==> src/rtl/efa_pkg.sv <==
package efa_pkg;
    typedef enum logic [1:0] {
        ST_SEARCH = 2'd0,
        ST_VERIFY = 2'd1,
        ST_LOCKED = 2'd2
    } align_st_e;
endpackage

==> src/rtl/efa_window.sv <==
module efa_window #(
    parameter int FRAME_W = 12
) (
    input  logic               clk,
    input  logic               rst_n,
    input  logic               clr,
    input  logic               bit_i,
    input  logic               restart,
    output logic [FRAME_W-1:0] win,
    output logic               prev_bit,
    output logic               frame_end
);
    localparam int PH_W = $clog2(FRAME_W);

    logic [FRAME_W-1:0] sr_q;
    logic [PH_W-1:0]    ph_q;

    // newest bit enters at the top; oldest (start) lands in bit 0
    assign win       = {bit_i, sr_q[FRAME_W-1:1]};
    assign prev_bit  = sr_q[0];
    assign frame_end = (ph_q == PH_W'(FRAME_W-1));

    always_ff @(posedge clk or negedge rst_n) begin
        if (!rst_n) begin
            sr_q <= '0;
            ph_q <= '0;
        end else if (clr) begin
            sr_q <= '0;
            ph_q <= '0;
        end else begin
            sr_q <= win;
            if (restart || frame_end) ph_q <= '0;
            else                      ph_q <= ph_q + 1'b1;
        end
    end

    // frame position never leaves the 12-bit frame
    assert_phase_range_R3: assert property (@(posedge clk) disable iff (!rst_n)
        ph_q < PH_W'(FRAME_W));
endmodule

==> src/rtl/efa_fsm.sv <==
module efa_fsm
    import efa_pkg::*;
#(
    parameter int FRAME_W     = 12,
    parameter int LOCK_SYNCS  = 4,
    parameter int LOSS_FRAMES = 4
) (
    input  logic               clk,
    input  logic               rst_n,
    input  logic               pwr_n,
    input  logic [FRAME_W-1:0] win,
    input  logic               prev_bit,
    input  logic               frame_end,
    output logic               restart,
    output logic               load,
    output logic               drop,
    output logic               lock_n
);
    localparam int HALF  = FRAME_W / 2;
    localparam int CMAX  = (LOCK_SYNCS > LOSS_FRAMES) ? LOCK_SYNCS : LOSS_FRAMES;
    localparam int CNT_W = $clog2(CMAX + 1);
    localparam logic [FRAME_W-1:0] SYNC_WORD = (FRAME_W'(1) << HALF) - FRAME_W'(1);

    align_st_e        st_q, st_d;
    logic [CNT_W-1:0] sync_q, sync_d;
    logic [CNT_W-1:0] miss_q, miss_d;
    logic             is_sync, clk_ok;

    assign is_sync = (win == SYNC_WORD);
    assign clk_ok  = win[0] && !win[FRAME_W-1];

    always_comb begin
        st_d    = st_q;
        sync_d  = sync_q;
        miss_d  = miss_q;
        restart = 1'b0;
        load    = 1'b0;
        drop    = 1'b0;
        if (!pwr_n) begin
            st_d   = ST_SEARCH;
            sync_d = '0;
            miss_d = '0;
            drop   = (st_q == ST_LOCKED);
        end else begin
            unique case (st_q)
                ST_SEARCH: begin
                    if (is_sync && !prev_bit) begin
                        restart = 1'b1;
                        st_d    = ST_VERIFY;
                        sync_d  = CNT_W'(1);
                    end
                end
                ST_VERIFY: begin
                    if (frame_end) begin
                        if (is_sync) begin
                            if (sync_q == CNT_W'(LOCK_SYNCS-1)) begin
                                st_d   = ST_LOCKED;
                                sync_d = '0;
                                miss_d = '0;
                            end else begin
                                sync_d = sync_q + 1'b1;
                            end
                        end else begin
                            st_d   = ST_SEARCH;
                            sync_d = '0;
                        end
                    end
                end
                ST_LOCKED: begin
                    if (frame_end) begin
                        if (clk_ok) begin
                            miss_d = '0;
                            load   = !is_sync;
                        end else if (miss_q == CNT_W'(LOSS_FRAMES-1)) begin
                            st_d   = ST_SEARCH;
                            miss_d = '0;
                            drop   = 1'b1;
                        end else begin
                            miss_d = miss_q + 1'b1;
                        end
                    end
                end
                default: st_d = ST_SEARCH;
            endcase
        end
    end

    // state register
    always_ff @(posedge clk or negedge rst_n) begin
        if (!rst_n) begin
            st_q   <= ST_SEARCH;
            sync_q <= '0;
            miss_q <= '0;
        end else begin
            st_q   <= st_d;
            sync_q <= sync_d;
            miss_q <= miss_d;
        end
    end

    // outputs
    always_ff @(posedge clk or negedge rst_n) begin
        if (!rst_n) lock_n <= 1'b1;
        else        lock_n <= (st_d != ST_LOCKED);
    end

    assert_lock_entry_R2: assert property (@(posedge clk) disable iff (!rst_n)
        $fell(lock_n) |-> ($past(st_q) == ST_VERIFY && $past(sync_q) == CNT_W'(LOCK_SYNCS-1)));

    assert_miss_bound_R6: assert property (@(posedge clk) disable iff (!rst_n)
        miss_q < CNT_W'(LOSS_FRAMES));

    assert_loss_hyst_R8: assert property (@(posedge clk) disable iff (!rst_n)
        ($rose(lock_n) && $past(pwr_n)) |-> ($past(miss_q) == CNT_W'(LOSS_FRAMES-1)));

    assert_load_locked_R9: assert property (@(posedge clk) disable iff (!rst_n)
        load |-> (st_q == ST_LOCKED && !lock_n));

    assert_powerdown_R12: assert property (@(posedge clk) disable iff (!rst_n)
        !pwr_n |=> lock_n);
endmodule

==> src/rtl/efa_out.sv <==
module efa_out #(
    parameter int DATA_W = 10
) (
    input  logic              clk,
    input  logic              rst_n,
    input  logic              pwr_n,
    input  logic              out_en,
    input  logic              lock_n,
    input  logic              load,
    input  logic              drop,
    input  logic [DATA_W-1:0] data_i,
    output logic [DATA_W-1:0] word_q,
    output logic              word_stb
);
    logic [DATA_W-1:0] word_r;
    logic              stb_r;

    always_ff @(posedge clk or negedge rst_n) begin
        if (!rst_n) begin
            word_r <= '0;
            stb_r  <= 1'b0;
        end else if (!pwr_n || drop) begin
            word_r <= '0;
            stb_r  <= 1'b0;
        end else begin
            stb_r <= load;
            if (load) word_r <= data_i;
        end
    end

    assign word_q   = (out_en && !lock_n) ? word_r : '0;
    assign word_stb = out_en && stb_r && !lock_n;

    assert_stb_single_R4: assert property (@(posedge clk) disable iff (!rst_n)
        stb_r |=> !stb_r);

    assert_stb_locked_R9: assert property (@(posedge clk) disable iff (!rst_n)
        stb_r |-> !lock_n);
endmodule

==> src/rtl/frame_lock_rx.sv <==
module frame_lock_rx #(
    parameter int DATA_W      = 10,
    parameter int LOCK_SYNCS  = 4,
    parameter int LOSS_FRAMES = 4
) (
    input  logic              clk,
    input  logic              rst_n,
    input  logic              ser_bit,
    input  logic              pwr_n,
    input  logic              out_en,
    output logic [DATA_W-1:0] word_q,
    output logic              word_stb,
    output logic              lock_n
);
    localparam int FRAME_W = DATA_W + 2;

    logic [FRAME_W-1:0] win;
    logic prev_bit, frame_end, restart, load, drop;

    efa_window #(.FRAME_W(FRAME_W)) u_win (
        .clk(clk), .rst_n(rst_n), .clr(!pwr_n), .bit_i(ser_bit),
        .restart(restart), .win(win), .prev_bit(prev_bit), .frame_end(frame_end)
    );

    efa_fsm #(.FRAME_W(FRAME_W), .LOCK_SYNCS(LOCK_SYNCS), .LOSS_FRAMES(LOSS_FRAMES)) u_fsm (
        .clk(clk), .rst_n(rst_n), .pwr_n(pwr_n), .win(win), .prev_bit(prev_bit),
        .frame_end(frame_end), .restart(restart), .load(load), .drop(drop), .lock_n(lock_n)
    );

    efa_out #(.DATA_W(DATA_W)) u_out (
        .clk(clk), .rst_n(rst_n), .pwr_n(pwr_n), .out_en(out_en), .lock_n(lock_n),
        .load(load), .drop(drop), .data_i(win[FRAME_W-2:1]),
        .word_q(word_q), .word_stb(word_stb)
    );
endmodule

==> config.mk <==
export PLATFORM = sky130hd
export DESIGN_NAME = frame_lock_rx
export DESIGN_NICKNAME = d
export VERILOG_FILES = /design/src/rtl/efa_pkg.sv /design/src/rtl/efa_window.sv /design/src/rtl/efa_fsm.sv /design/src/rtl/efa_out.sv /design/src/rtl/frame_lock_rx.sv
export SDC_FILE = /design/constraint.sdc
export NUM_CORES = 1
export LEC_CHECK = 0
export ABC_AREA = 1
export BUFFER_PORTS_ARGS = -buffer_cell sky130_fd_sc_hd__buf_4
export CAP_MARGIN = 15
export CORE_MARGIN = 3
export CORE_UTILIZATION = 55
export CTS_CLUSTER_SIZE = 12
export DETAILED_ROUTE_END_ITERATION = 7
export GPL_ROUTABILITY_DRIVEN = 0
export PLACE_DENSITY = 0.8
export SLEW_MARGIN = 10
export SYNTH_ARGS = -nofsm -noshare
export SYNTH_HDL_FRONTEND = slang
export SYNTH_SLANG_ARGS = --single-unit
==> constraint.sdc <==
create_clock -name clk -period 1.8 [get_ports clk]
set_input_delay 0.18 -clock clk [delete_from_list [all_inputs] [get_ports clk]]
set_output_delay 0.18 -clock clk [all_outputs]
set_load 0.005 [all_outputs]
; Yosys cells after proc, flatten, opt, wreduce, memory -nomap -nowiden
; Index checks and enable logic that the tools add are counted.
[totals]
register_bits = 36
latchBits = 0
ramBits = 0
mem_bits_ro = 0
input_bits = 5
output_inout_bits = 12
elab_cells = 83
mem_count = 0
[classes]
add_sub_neg = 3
n_mul = 0
n_div = 0
magnitude_cmp = 0
n_eq_ne = 14
shifts = 0
n_mux = 42
bitwise_logic = 0
n_reduce_logical = 16
[op_table]
columns = cell, n
row1 = $mux W3, 12
row2 = $mux W10, 3
row3 = $mux W2, 8
row4 = $mux W1, 13
row5 = $eq A12 B6 Y1 const B, 1
row6 = $mux W12, 1
row7 = $pmux W3 S2, 2
row8 = $ne A3 B2 Y1 const B, 3
row9 = $mux W4, 2
row10 = $add A3 B1 Y3 const B, 2
row11 = $eq A3 B2 Y1 const B, 2
row12 = $ne A3 B1 Y1 const B, 2
row13 = $ne A3 B3 Y1 const B, 2
row14 = $pmux W2 S3, 1
row15 = $logic_and A1 B1 Y1, 5
row16 = $logic_not A1 Y1, 5
row17 = $reduce_and A5 Y1, 1
row18 = $add A4 B1 Y4 const B, 1
row19 = $eq A4 B4 Y1 const B, 1
row20 = $reduce_and A3 Y1, 1
row21 = $eq A2 B1 Y1 const B, 1
row22 = $eq A2 B2 Y1 const B, 1
row23 = $logic_not A2 Y1, 1
row24 = $logic_or A1 B1 Y1, 2
row25 = 2 further kinds, 2

; Depth between registers and ports, before layout
; Gate-level depths: netlist of the first run.
[logic_depth]
ltp_word = 8
mapped_depth = 9
mapped_depth_nobuf = 9

; Cells and area by module
; From an unflattened synthesis of the first run, not the netlist that was laid out.
[hier_totals]
cells_unflattened = 243
hier_area_um2 = 1925.6
[modules_own_cells]
columns = module, instances, cells_each, area_each_um2, seq_area_each_um2
row1 = efa_fsm, 1, 107, 714.4, 226.5
row2 = efa_out, 1, 75, 609.3, 275.3
row3 = efa_window, 1, 60, 598.1, 400.4
row4 = frame_lock_rx, 1, 1, 3.8, 0.0

; Worst setup path after synthesis of the first run
; Ideal clock, no wire load.
[synth_path]
path_type = register -> register
start = register u_win.ph_q[0]
end = register u_fsm.miss_q[0]
setup_time_ns = 0.117
arrival_ns = 1.229
required_time_ns = 1.683
path_slack_ns = 0.454
stages_incl_launch_ff = 8
n_path_buf = 0
period_less_slack_ns = 1.346
path_cell_list = dfrtp_1 > ha_1 > nand2_1 > nor2_8 > nand3_1 > or2_4 > nand3_1 > nand2_1
[synth_between]
elab_chain_cells = 3
elab_cells_between_ends = 4
classes_between = 3 x eq/ne / 1 x reduce/logical
[synth_rtl]
columns = item, line_no
row1 = "start, declared", efa_window.sv:16  ; logic [PH_W-1:0] ph_q;
row2 = "start signal, assigned", efa_window.sv:33  ; else ph_q <= ph_q + 1'b1;
row3 = $eq A4 B4 Y1 (*), efa_window.sv:21  ; assign frame_end = (ph_q == PH_W'(FRAME_W-1));
row4 = $ne A3 B3 Y1 (no source line), n/a
row5 = $reduce_and A5 Y1 (no source line) (*), n/a
row6 = "end signal, assigned", efa_fsm.sv:97  ; miss_q <= miss_d;
row7 = "end, declared", efa_fsm.sv:26  ; logic [CNT_W-1:0] miss_q, miss_d;
; Mark *: on every way between the ends. The rest lies on a longest branch, timed or not.
; A chain may end at the register's enable or synchronous reset.

; Worst setup path after layout of the first run
[layout_path]
start = register u_fsm.lock_n
end = output port word_q[3]
[layout_between]
elab_chain_cells = 3
[layout_rtl]
columns = item, line_no
row1 = "start, declared", efa_fsm.sv:17  ; output logic lock_n
row2 = "start signal, assigned", efa_fsm.sv:104  ; else lock_n <= (st_d != ST_LOCKED);
row3 = $logic_not A1 Y1, efa_out.sv:31  ; assign word_q = (out_en && !lock_n) ? word_r : '0;
row4 = $logic_and A1 B1 Y1, efa_out.sv:31
row5 = $mux W10, efa_out.sv:31
row6 = "end, declared", frame_lock_rx.sv:11  ; output logic [DATA_W-1:0] word_q,
; Every way passes these cells.

==> results of run 1 <==
synthesized netlist by cell type (all sizes together):
library cell	instances	area share, %
buf	3	1.9
nand2	65	14
dfrtp	35	48
ha	3	2.1
xor2	1	0.48
a21boi	1	0.41
nand4	2	0.69
and2	1	0.34
nor4	1	0.34
o21ai	4	1.1
xnor2	1	0.48
nor2	37	10
clkbuf	1	0.21
or2	1	0.48
inv	43	8.9
nand3	21	6.8
nor3	1	0.28
dfstp	1	1.4
a21oi	5	2.0
critical path, delay by kind of cell (launching register included):
| kind | cells | cell delay (ps) |
|---|---|---|
| flip-flops | 1 | 550 |
| AND/OR/NAND/NOR | 2 | 330 |
| buffers and inverters | 2 | 180 |
layer usage:
| metal | up-vias | track usage [%] |
|---|---|---|
| li1 | 726 | - |
| met1 | 666 | 23.8 |
| met2 | 28 | 30.4 |
| met3 | 7 | 5.70 |
| met4 | 0 | 8.63 |
| met5 | - | 0 |
through the flow:
step / area [µm²] / setup WS [ps] / std cells / power (W)
floorplan: 1820 / 454 / 227 / 0.000886
global route: 2040 / 73.1 / 292 / 0.00152
finish: 2040 / 225 / 292 / 0.00145
CTS: 2040 / 201 / 292 / 0.00147
detailed placement: 1950 / 328 / 283 / 0.000918
global placement: 1950 / 351 / 283 / 0.000917
report_power, final:
| group | switching (W) | leakage, nW | internal, W | total, W |
|---|---|---|---|---|
| Clock | 0.000256 | 0.0422 | 0.000291 | 0.000548 |
| Combinational | 0.0000500 | 0.577 | 0.0000225 | 0.0000725 |
| Sequential | 0.0000107 | 0.493 | 0.000819 | 0.000830 |
worst paths after layout:
path                                from         endpoint  slack, ps  depth (start not counted)
max                         u_fsm.lock_n        word_q[3]        230                          4
min                              ser_bit   u_win.sr_q[11]         60                          3
max reg2reg                u_win.ph_q[0]  u_out.word_r[8]        310                          8
min reg2reg                u_win.ph_q[0]    u_win.ph_q[0]        470                          1
max in group asynchronous          rst_n     u_fsm.lock_n       1130                          2
min in group asynchronous          rst_n  u_out.word_r[1]        330                          2
flip-flops by register name, summed over array words and instances (netlist names):
signal / cells
u_fsm.st_q: 2
u_out.stb_r: 1
u_win.sr_q: 12
u_out.word_r: 10
u_fsm.lock_n: 1
u_win.ph_q: 4
u_fsm.miss_q: 3
u_fsm.sync_q: 3
final cells by class:
class	count	area share, %
clock buffers	6	2.02
clock inverters	2	1.72
inverters	43	7.91
multi-input cells	144	35.0
flip-flops and latches	36	44.2
well taps	44	2.70
repair buffers	17	6.38
logic make-up after synthesis:
| kind of cell | synth area share [%] |
|---|---|
| simple gates | 32.8 |
| buf+inv | 11.0 |
| flops | 49.7 |
| compound gates | 3.51 |
| fa+ha+maj | 2.07 |
| xor+xnor | 0.965 |
==> flow_summary.json, run 1 <==
{
  "nNetsFinal": 255,
  "hp-class": "input port to flip-flop",
  "fillers": 301,
  "clkSinkCount": 36,
  "critPathKind": "flip-flop to output port",
  "synthDistinctLibCells": 28,
  "seq_area_um2": 902,
  "groute.usage.overall_pct": 19.1,
  "ant_nets": 0,
  "met1_length_mm": 1.55,
  "dpl.hpwl_mm": 2.44,
  "crit_path_end_kind": "output port",
  "cts.path.max_buffers": 2,
  "crit_required_ps": 1620,
  "drv_slew": 0,
  "mostFrequentLayoutCell": "nand2_1",
  "ys_ff_latch": 36,
  "gr-total-overflow": 0,
  "dr_wl_met3_um": 159,
  "rows": 20,
  "die_h_um": 63.5,
  "hold_buffers": 1,
  "syn_area_per_cell_um2": 8.00,
  "io-pin-count": 17,
  "start_util_pct": 58.5,
  "crit_fanout": 10,
  "tritoncts": "done",
  "core_area_um2": 3100,
  "wl_per_cell_um": 11.3,
  "crit_slowest_cell": "dfstp_2",
  "drive_above_1_share_pct": 19.0,
  "area_growth_pct": 12.3,
  "root_buffer": "clkbuf_4",
  "grt_pass1_vias": 1365,
  "status": "completed",
  "fin_crit_sh_pct": 87.5,
  "crit_arrival_ps": 1390,
  "dieArea_um2": 4030,
  "yosysSeqAreaShare_pct": 49.7,
  "wl_met2_mm": 1.52,
  "leakagePower_nw": 1.11,
  "synth_fp_nets": 235,
  "relSlewSlack_pct": 70.7,
  "path_cells": "inv_1 > nand2_1 > nor2_1 > buf_4",
  "drt-total-wl_mm": 3.31,
  "path_clk_slew_ps": 100,
  "fin_crit_ps": 1570,
  "synth_area_um2": 1820,
  "multi_input_area_um2": 714,
  "max_freq_mhz": 635,
  "antenna-diode-count": 0,
  "ir_worst_vdd_mv": 0.409,
  "ys_warn_count": 0,
  "hold_viol": 0,
  "grt_max_degree": 37,
  "port_buffers": 16,
  "htree_num_levels": 2,
  "final_util_pct": 65.7,
  "tightest_slew_ps": 440,
  "insertion_delay_ps": 340,
  "vias_per_cell": 4.89,
  "drv_cap": 0,
  "max_stage_delay_ps": 550,
  "vias": 1427,
  "setup_viol": 0,
  "top_layer_used": "met4",
  "timing.hold.ws_ps": 64.0,
  "post_cts_resized": 0,
  "finClkSkew_ps": 8.88,
  "rsz0062_at_grt": "no",
  "drt-pass1-iter-count": 4,
  "postCtsSetupBuffers": 0,
  "p_per_area_nw_per_um2": 711,
  "die_w_um": 63.5,
  "syn_inst": 227,
  "antenna_found_initial": 0,
  "worst_setup_path_start_kind": "flip-flop",
  "final_cell_mix": "nand2_1 (62), dfrtp_1 (35), inv_1 (33), nor2_1 (31), nand3_1 (19)",
  "numCtsBuffers": 5,
  "tns_ps": 0,
  "drc_errors": 0,
  "drt-initial-drc-count": 117,
  "grt_pass1_wl_mm": 5.98
}
No activity file was read; power rests on OpenSTA's default activity.
==> run 2: changes to the inputs <==
CAP_MARGIN = 20   (was 15)
CORE_MARGIN = 8   (was 3)
SLEW_MARGIN = 20   (was 10)
==> flow_summary.json, run 2 (synthesis results as in run 1) <==
{
  "crit_fanout": 10,
  "wl_per_cell_um": 11.9,
  "groute.usage.overall_pct": 14.5,
  "die_h_um": 73.5,
  "setup_viol": 0,
  "gr-total-overflow": 0,
  "root_buffer": "clkbuf_4",
  "tightest_slew_ps": 436,
  "drive_above_1_share_pct": 19.4,
  "top_regs": "u_win.sr_q: 12 flops, u_out.word_r: 10 flops, u_win.ph_q: 4 flops",
  "postCtsSetupBuffers": 0,
  "antenna-diode-count": 0,
  "vias": 1406,
  "largest_reg_flops": 12,
  "top_register": "u_win.sr_q",
  "fin_crit_ps": 1570,
  "port_buffers": 16,
  "drv_slew": 0,
  "hold_viol": 0,
  "crit_required_ps": 1620,
  "dp.cells": 285,
  "tritoncts": "done",
  "reg2reg_depth": 7,
  "start_util_pct": 55.7,
  "rows": 21,
  "drc_errors": 0,
  "drt-initial-drc-count": 89,
  "relSlewSlack_pct": 71.0,
  "p_per_area_nw_per_um2": 752,
  "p_sw_share_pct": 21.9,
  "p_int_w": 0.00121,
  "rsz0062_at_grt": "no",
  "p_clk_share_pct": 41.7,
  "placed_area_um2": 1960,
  "whs_path_depth": 3,
  "drv_cap": 0,
  "status": "completed",
  "ir_worst_vdd_mv": 0.403,
  "nNetsFinal": 255,
  "insertion_delay_ps": 350,
  "core_area_um2": 3260,
  "crit_path_end_kind": "output port",
  "mostFrequentLayoutCell": "nand2_1",
  "grt_pass1_vias": 1285,
  "cts.path.max_buffers": 2,
  "area_growth_pct": 13.5,
  "path_clk_slew_ps": 110,
  "timing.hold.ws_ps": 67.3,
  "fin_area_um2": 2060,
  "fin_cells": 294,
  "seq_power_share_pct": 53.6,
  "finClkSkew_ps": 6.43,
  "fin_crit_sh_pct": 87.2,
  "drt-total-wl_mm": 3.50,
  "leakagePower_nw": 1.12,
  "grt_max_degree": 37,
  "clkSinkCount": 36,
  "tns_ps": 0,
  "hp-class": "input port to flip-flop",
  "final_util_pct": 63.2,
  "die_w_um": 73.5,
  "vias_per_cell": 4.78,
  "final_cell_mix": "nand2_1 (62), dfrtp_1 (35), inv_1 (33), nor2_1 (31), nand3_1 (19)",
  "worst_setup_path_start_kind": "flip-flop",
  "drt-pass1-iter-count": 4,
  "numCtsBuffers": 5,
  "grt_pass1_wl_mm": 5.90,
  "ant_nets": 0,
  "switchingPower_w": 0.000339,
  "critPathKind": "flip-flop to output port",
  "crit_arrival_ps": 1390,
  "dpl.hpwl_mm": 2.57,
  "antenna_found_initial": 0,
  "io-pin-count": 17,
  "dieArea_um2": 5400,
  "comb_power_share_pct": 4.7,
  "max_freq_mhz": 637,
  "htree_num_levels": 2
}
[run 2: cell types whose count changed in the layout (fill, tap and decap cells not counted)]
cell	before	now
clkbuf_8	0	2
clkbuf_1	1	0
clkinv_2	1	0
[run 2: timing repair]
item	CTS	global route
endpoints found under the hold margin	35	0
resized for setup	0	0
hold buffers	1	0
[run 2: critical path: stages, from the launching register on]
cell	delay (ps)
dfstp_2	560
inv_1	40
nand2_1	230
nor2_1	70
buf_4	140
[run 2: cell type report]
type / count / area [µm²]
Fill cell: 305 / 1200
Sequential cell: 36 / 902
Multi-Input combinational cell: 144 / 714
Inverter: 43 / 161
Timing Repair Buffer: 17 / 130
Clock buffer: 7 / 65.1
Tap cell: 46 / 57.6
Clock inverter: 1 / 30.0
[run 2: per-layer routing]
metal | up-vias | wire (µm) | global-route usage (%)
met2 | 22 | 1700 | 23.2
met1 | 652 | 1570 | 16.9
li1 | 726 | - | -
met4 | 0 | 85 | 8.20
met5 | - | 0 | 0
met3 | 6 | 140 | 4.23
[run 2: path summary, 6_finish.rpt]
path,slack (ps),startpoint,to
setup / recovery,230,u_fsm.lock_n,word_q[1]
hold / removal,70,ser_bit,u_win.sr_q[11]
setup reg to reg,260,u_win.ph_q[0],u_fsm.miss_q[0]
hold reg to reg,480,u_win.ph_q[0],u_win.ph_q[0]
max in group asynchronous,1160,rst_n,u_fsm.lock_n
min in group asynchronous,310,rst_n,u_fsm.miss_q[2]
[run 2: power by group through the flow]
| stage | clock network, W | registers (W) | logic, W |
|---|---|---|---|
| after detailed placement | 0 | 0.000846 | 0.0000731 |
| after floorplan | 0 | 0.000844 | 0.0000418 |
| after CTS | 0.000651 | 0.000830 | 0.0000752 |
| final | 0.000646 | 0.000831 | 0.0000732 |
| after global routing | 0.000690 | 0.000832 | 0.0000847 |
| after global placement | 0 | 0.000846 | 0.0000711 |
[run 2: metrics by stage]
stage | total power [W] | setup slack, ps
floorplan | 0.000886 | 454
global placement | 0.000917 | 338
detailed placement | 0.000919 | 275
CTS | 0.00156 | 210
global route | 0.00161 | 119
finish | 0.00155 | 231
==> run 3: changes to the inputs <==
ABC_AREA = 0   (was 1)
==> flow_summary.json, run 3 <==
{
  "synth_fp_nets": 149,
  "ys_ff_latch": 36,
  "ys.flop_type": "dfrtp_1",
  "fin_cells": 197,
  "grt_pass1_vias": 1158,
  "synthDominantCellAreaShare_pct": 53.6,
  "tightest_slew_ps": 432,
  "postCtsSetupBuffers": 0,
  "drv_cap": 0,
  "drv_slew": 0,
  "synth_simple_gate_area_share_pct": 26.6,
  "drt-initial-drc-count": 44,
  "root_buffer": "clkbuf_4",
  "grt_busiest_layer": "met2",
  "drt-total-wl_mm": 3.04,
  "antenna_found_initial": 0,
  "synthAdderAreaFrac_pct": 2.30,
  "reg2reg_depth": 6,
  "mostFrequentLayoutCell": "dfrtp_1",
  "area_growth_pct": 15.5,
  "cts.path.max_buffers": 2,
  "drive_above_1_share_pct": 23.5,
  "dieArea_um2": 4970,
  "yosys.area.top_type": "dfrtp_1",
  "use_met1_pct": 14.2,
  "ant_nets": 0,
  "status": "completed",
  "die_w_um": 70.5,
  "yosys-top-cells-count": "dfrtp_1 (35), and2_1 (25), a22o_1 (10)",
  "vias_per_cell": 5.74,
  "final_cell_mix": "dfrtp_1 (35), and2_1 (25), buf_4 (19), a22o_1 (10), nor2_1 (9)",
  "r2r-start": "u_win.ph_q[0]",
  "synth_xor_area_share_pct": 1.07,
  "top_register": "u_win.sr_q",
  "drc_errors": 0,
  "grt_pass1_wl_mm": 5.19,
  "dp.cells": 188,
  "grt_max_degree": 37,
  "crit_fanout": 10,
  "gr-total-overflow": 0,
  "yosysSeqAreaShare_pct": 55.2,
  "leakagePower_nw": 0.940,
  "final_util_pct": 67.8,
  "ys_warn_count": 0,
  "hp-class": "input port to flip-flop",
  "syn_inst": 141,
  "whs_path_depth": 2,
  "synth_top_family_by_area": "simple AND/OR/NAND/NOR gates",
  "groute.usage.overall_pct": 13.1,
  "core_area_um2": 2780,
  "largest_reg_flops": 12,
  "htree_num_levels": 2,
  "die_h_um": 70.5,
  "synth_edf_count": 0,
  "synthDistinctLibCells": 35,
  "start_util_pct": 58.7,
  "use_met3_pct": 5.93,
  "hold_viol": 0,
  "min_to": "u_win.sr_q[11]",
  "synth_compound_area_share_pct": 11.1,
  "drt-pass1-iter-count": 4,
  "rsz0062_at_grt": "yes",
  "regToRegSetupSlack_ps": 70,
  "tritoncts": "done",
  "crit_arrival_ps": 1970,
  "relSlewSlack_pct": 70.9,
  "top_regs": "u_win.sr_q: 12 flops, u_out.word_r: 10 flops, u_win.ph_q: 4 flops",
  "synth_area_um2": 1630,
  "synthMuxAreaShare_pct": 2.07,
  "io-pin-count": 17,
  "setup_viol": 0,
  "finClkSkew_ps": 9.56,
  "insertion_delay_ps": 340,
  "port_buffers": 16,
  "wl_per_cell_um": 15.4,
  "p_per_area_nw_per_um2": 710,
  "crit_required_ps": 2030,
  "vias": 1130,
  "nNetsFinal": 173,
  "holdCritStartpoint": "ser_bit",
  "synth-async-reset-ratio_pct": 100,
  "timing.rr.end": "u_out.word_r[6]",
  "clkSinkCount": 36,
  "yosysMostFrequentCell": "dfrtp_1",
  "grt_use_met2_pct": 21.2,
  "numCtsBuffers": 5,
  "worst_setup_path_start_kind": "flip-flop",
  "synth_area_leaders": "dfrtp_1 (54%), and2_1 (9.6%), a22o_1 (5.4%), ha_1 (2.3%), nor2_1 (2.1%)",
  "rows": 19,
  "dpl.hpwl_mm": 2.22,
  "syn_area_per_cell_um2": 11.6,
  "antenna-diode-count": 0,
  "max_freq_mhz": 577,
  "critPathKind": "flip-flop to flip-flop",
  "fin_crit_sh_pct": 96.3,
  "ir_worst_vdd_mv": 0.629,
  "fin_crit_ps": 1730,
  "path_clk_slew_ps": 100,
  "crit_path_end_kind": "flip-flop"
}
run 3: critical path, cell delays in order (launching register included):
cell      delay, ps
dfrtp_1         380
ha_1            240
nand3b_4        120
nor4_1          440
a21oi_2         100
buf_4           180
a22o_1          190
run 3: what timing repair did:
action | in CTS | in global routing
hold endpoints to repair | 35 | 0
setup endpoints to repair | 0 | 16
hold buffers | 1 | 0
resized for setup | 0 | 2
run 3: where the power goes:
group	switching [W]	total [W]	leakage, nW	internal, W
Clock	0.000252	0.000443	0.0315	0.000191
Sequential	0.00000949	0.000829	0.493	0.000819
Combinational	0.0000410	0.0000663	0.415	0.0000253
run 3: layer usage:
layer	routed length (µm)	vias up
met5	0	-
li1	-	544
met3	183	6
met4	55	0
met2	1430	29
met1	1370	551
run 3: metrics by stage:
stage               hold WS (ps)  worst slack, ps  area (µm²)  TNS, ps  power, W
CTS                         83.4             80.3        1880        0   0.00136
finish                      97.7             66.3        1890        0   0.00134
global placement             149              121        1800        0  0.000907
floorplan                   -116              200        1630        0  0.000875
global route                83.4            -35.2        1890    -71.0   0.00140
detailed placement           152             88.6        1800        0  0.000910
run 3: cells by family (layout without fill, tap and decap cells):
group                    after synthesis  in the layout
AND/OR/NAND/NOR                       66             66
flip-flops                            36             36
AO/OA/AOI/OAI                         24             24
buffers and inverters                  7             32
adder cells (fa/ha/maj)                3              3
multiplexers                           3              3
XOR/XNOR                               2              2
run 3: how the worst max path moves through the flow:
stage / from / endpoint / slack [ps] / cells after the start
after floorplan: u_win.ph_q[0] / u_out.word_r[0] / 200 / 5
final: u_win.ph_q[0] / u_out.word_r[6] / 70 / 6
after global placement: u_win.ph_q[0] / u_out.word_r[6] / 120 / 6
after global routing: u_win.ph_q[0] / u_fsm.miss_q[1] / -40 / 6
after detailed placement: u_win.ph_q[0] / u_fsm.miss_q[1] / 90 / 6
after CTS: u_win.ph_q[0] / u_out.word_r[6] / 80 / 6
run 3: area by class of cell:
class / count / area, µm²
multi-input combinational: 98 / 714
sequential: 36 / 902
fill: 224 / 896
clock inverter: 1 / 7.51
tap: 31 / 38.8
timing repair buffer: 20 / 153
inverter: 4 / 15.0
clock buffer: 7 / 55.1
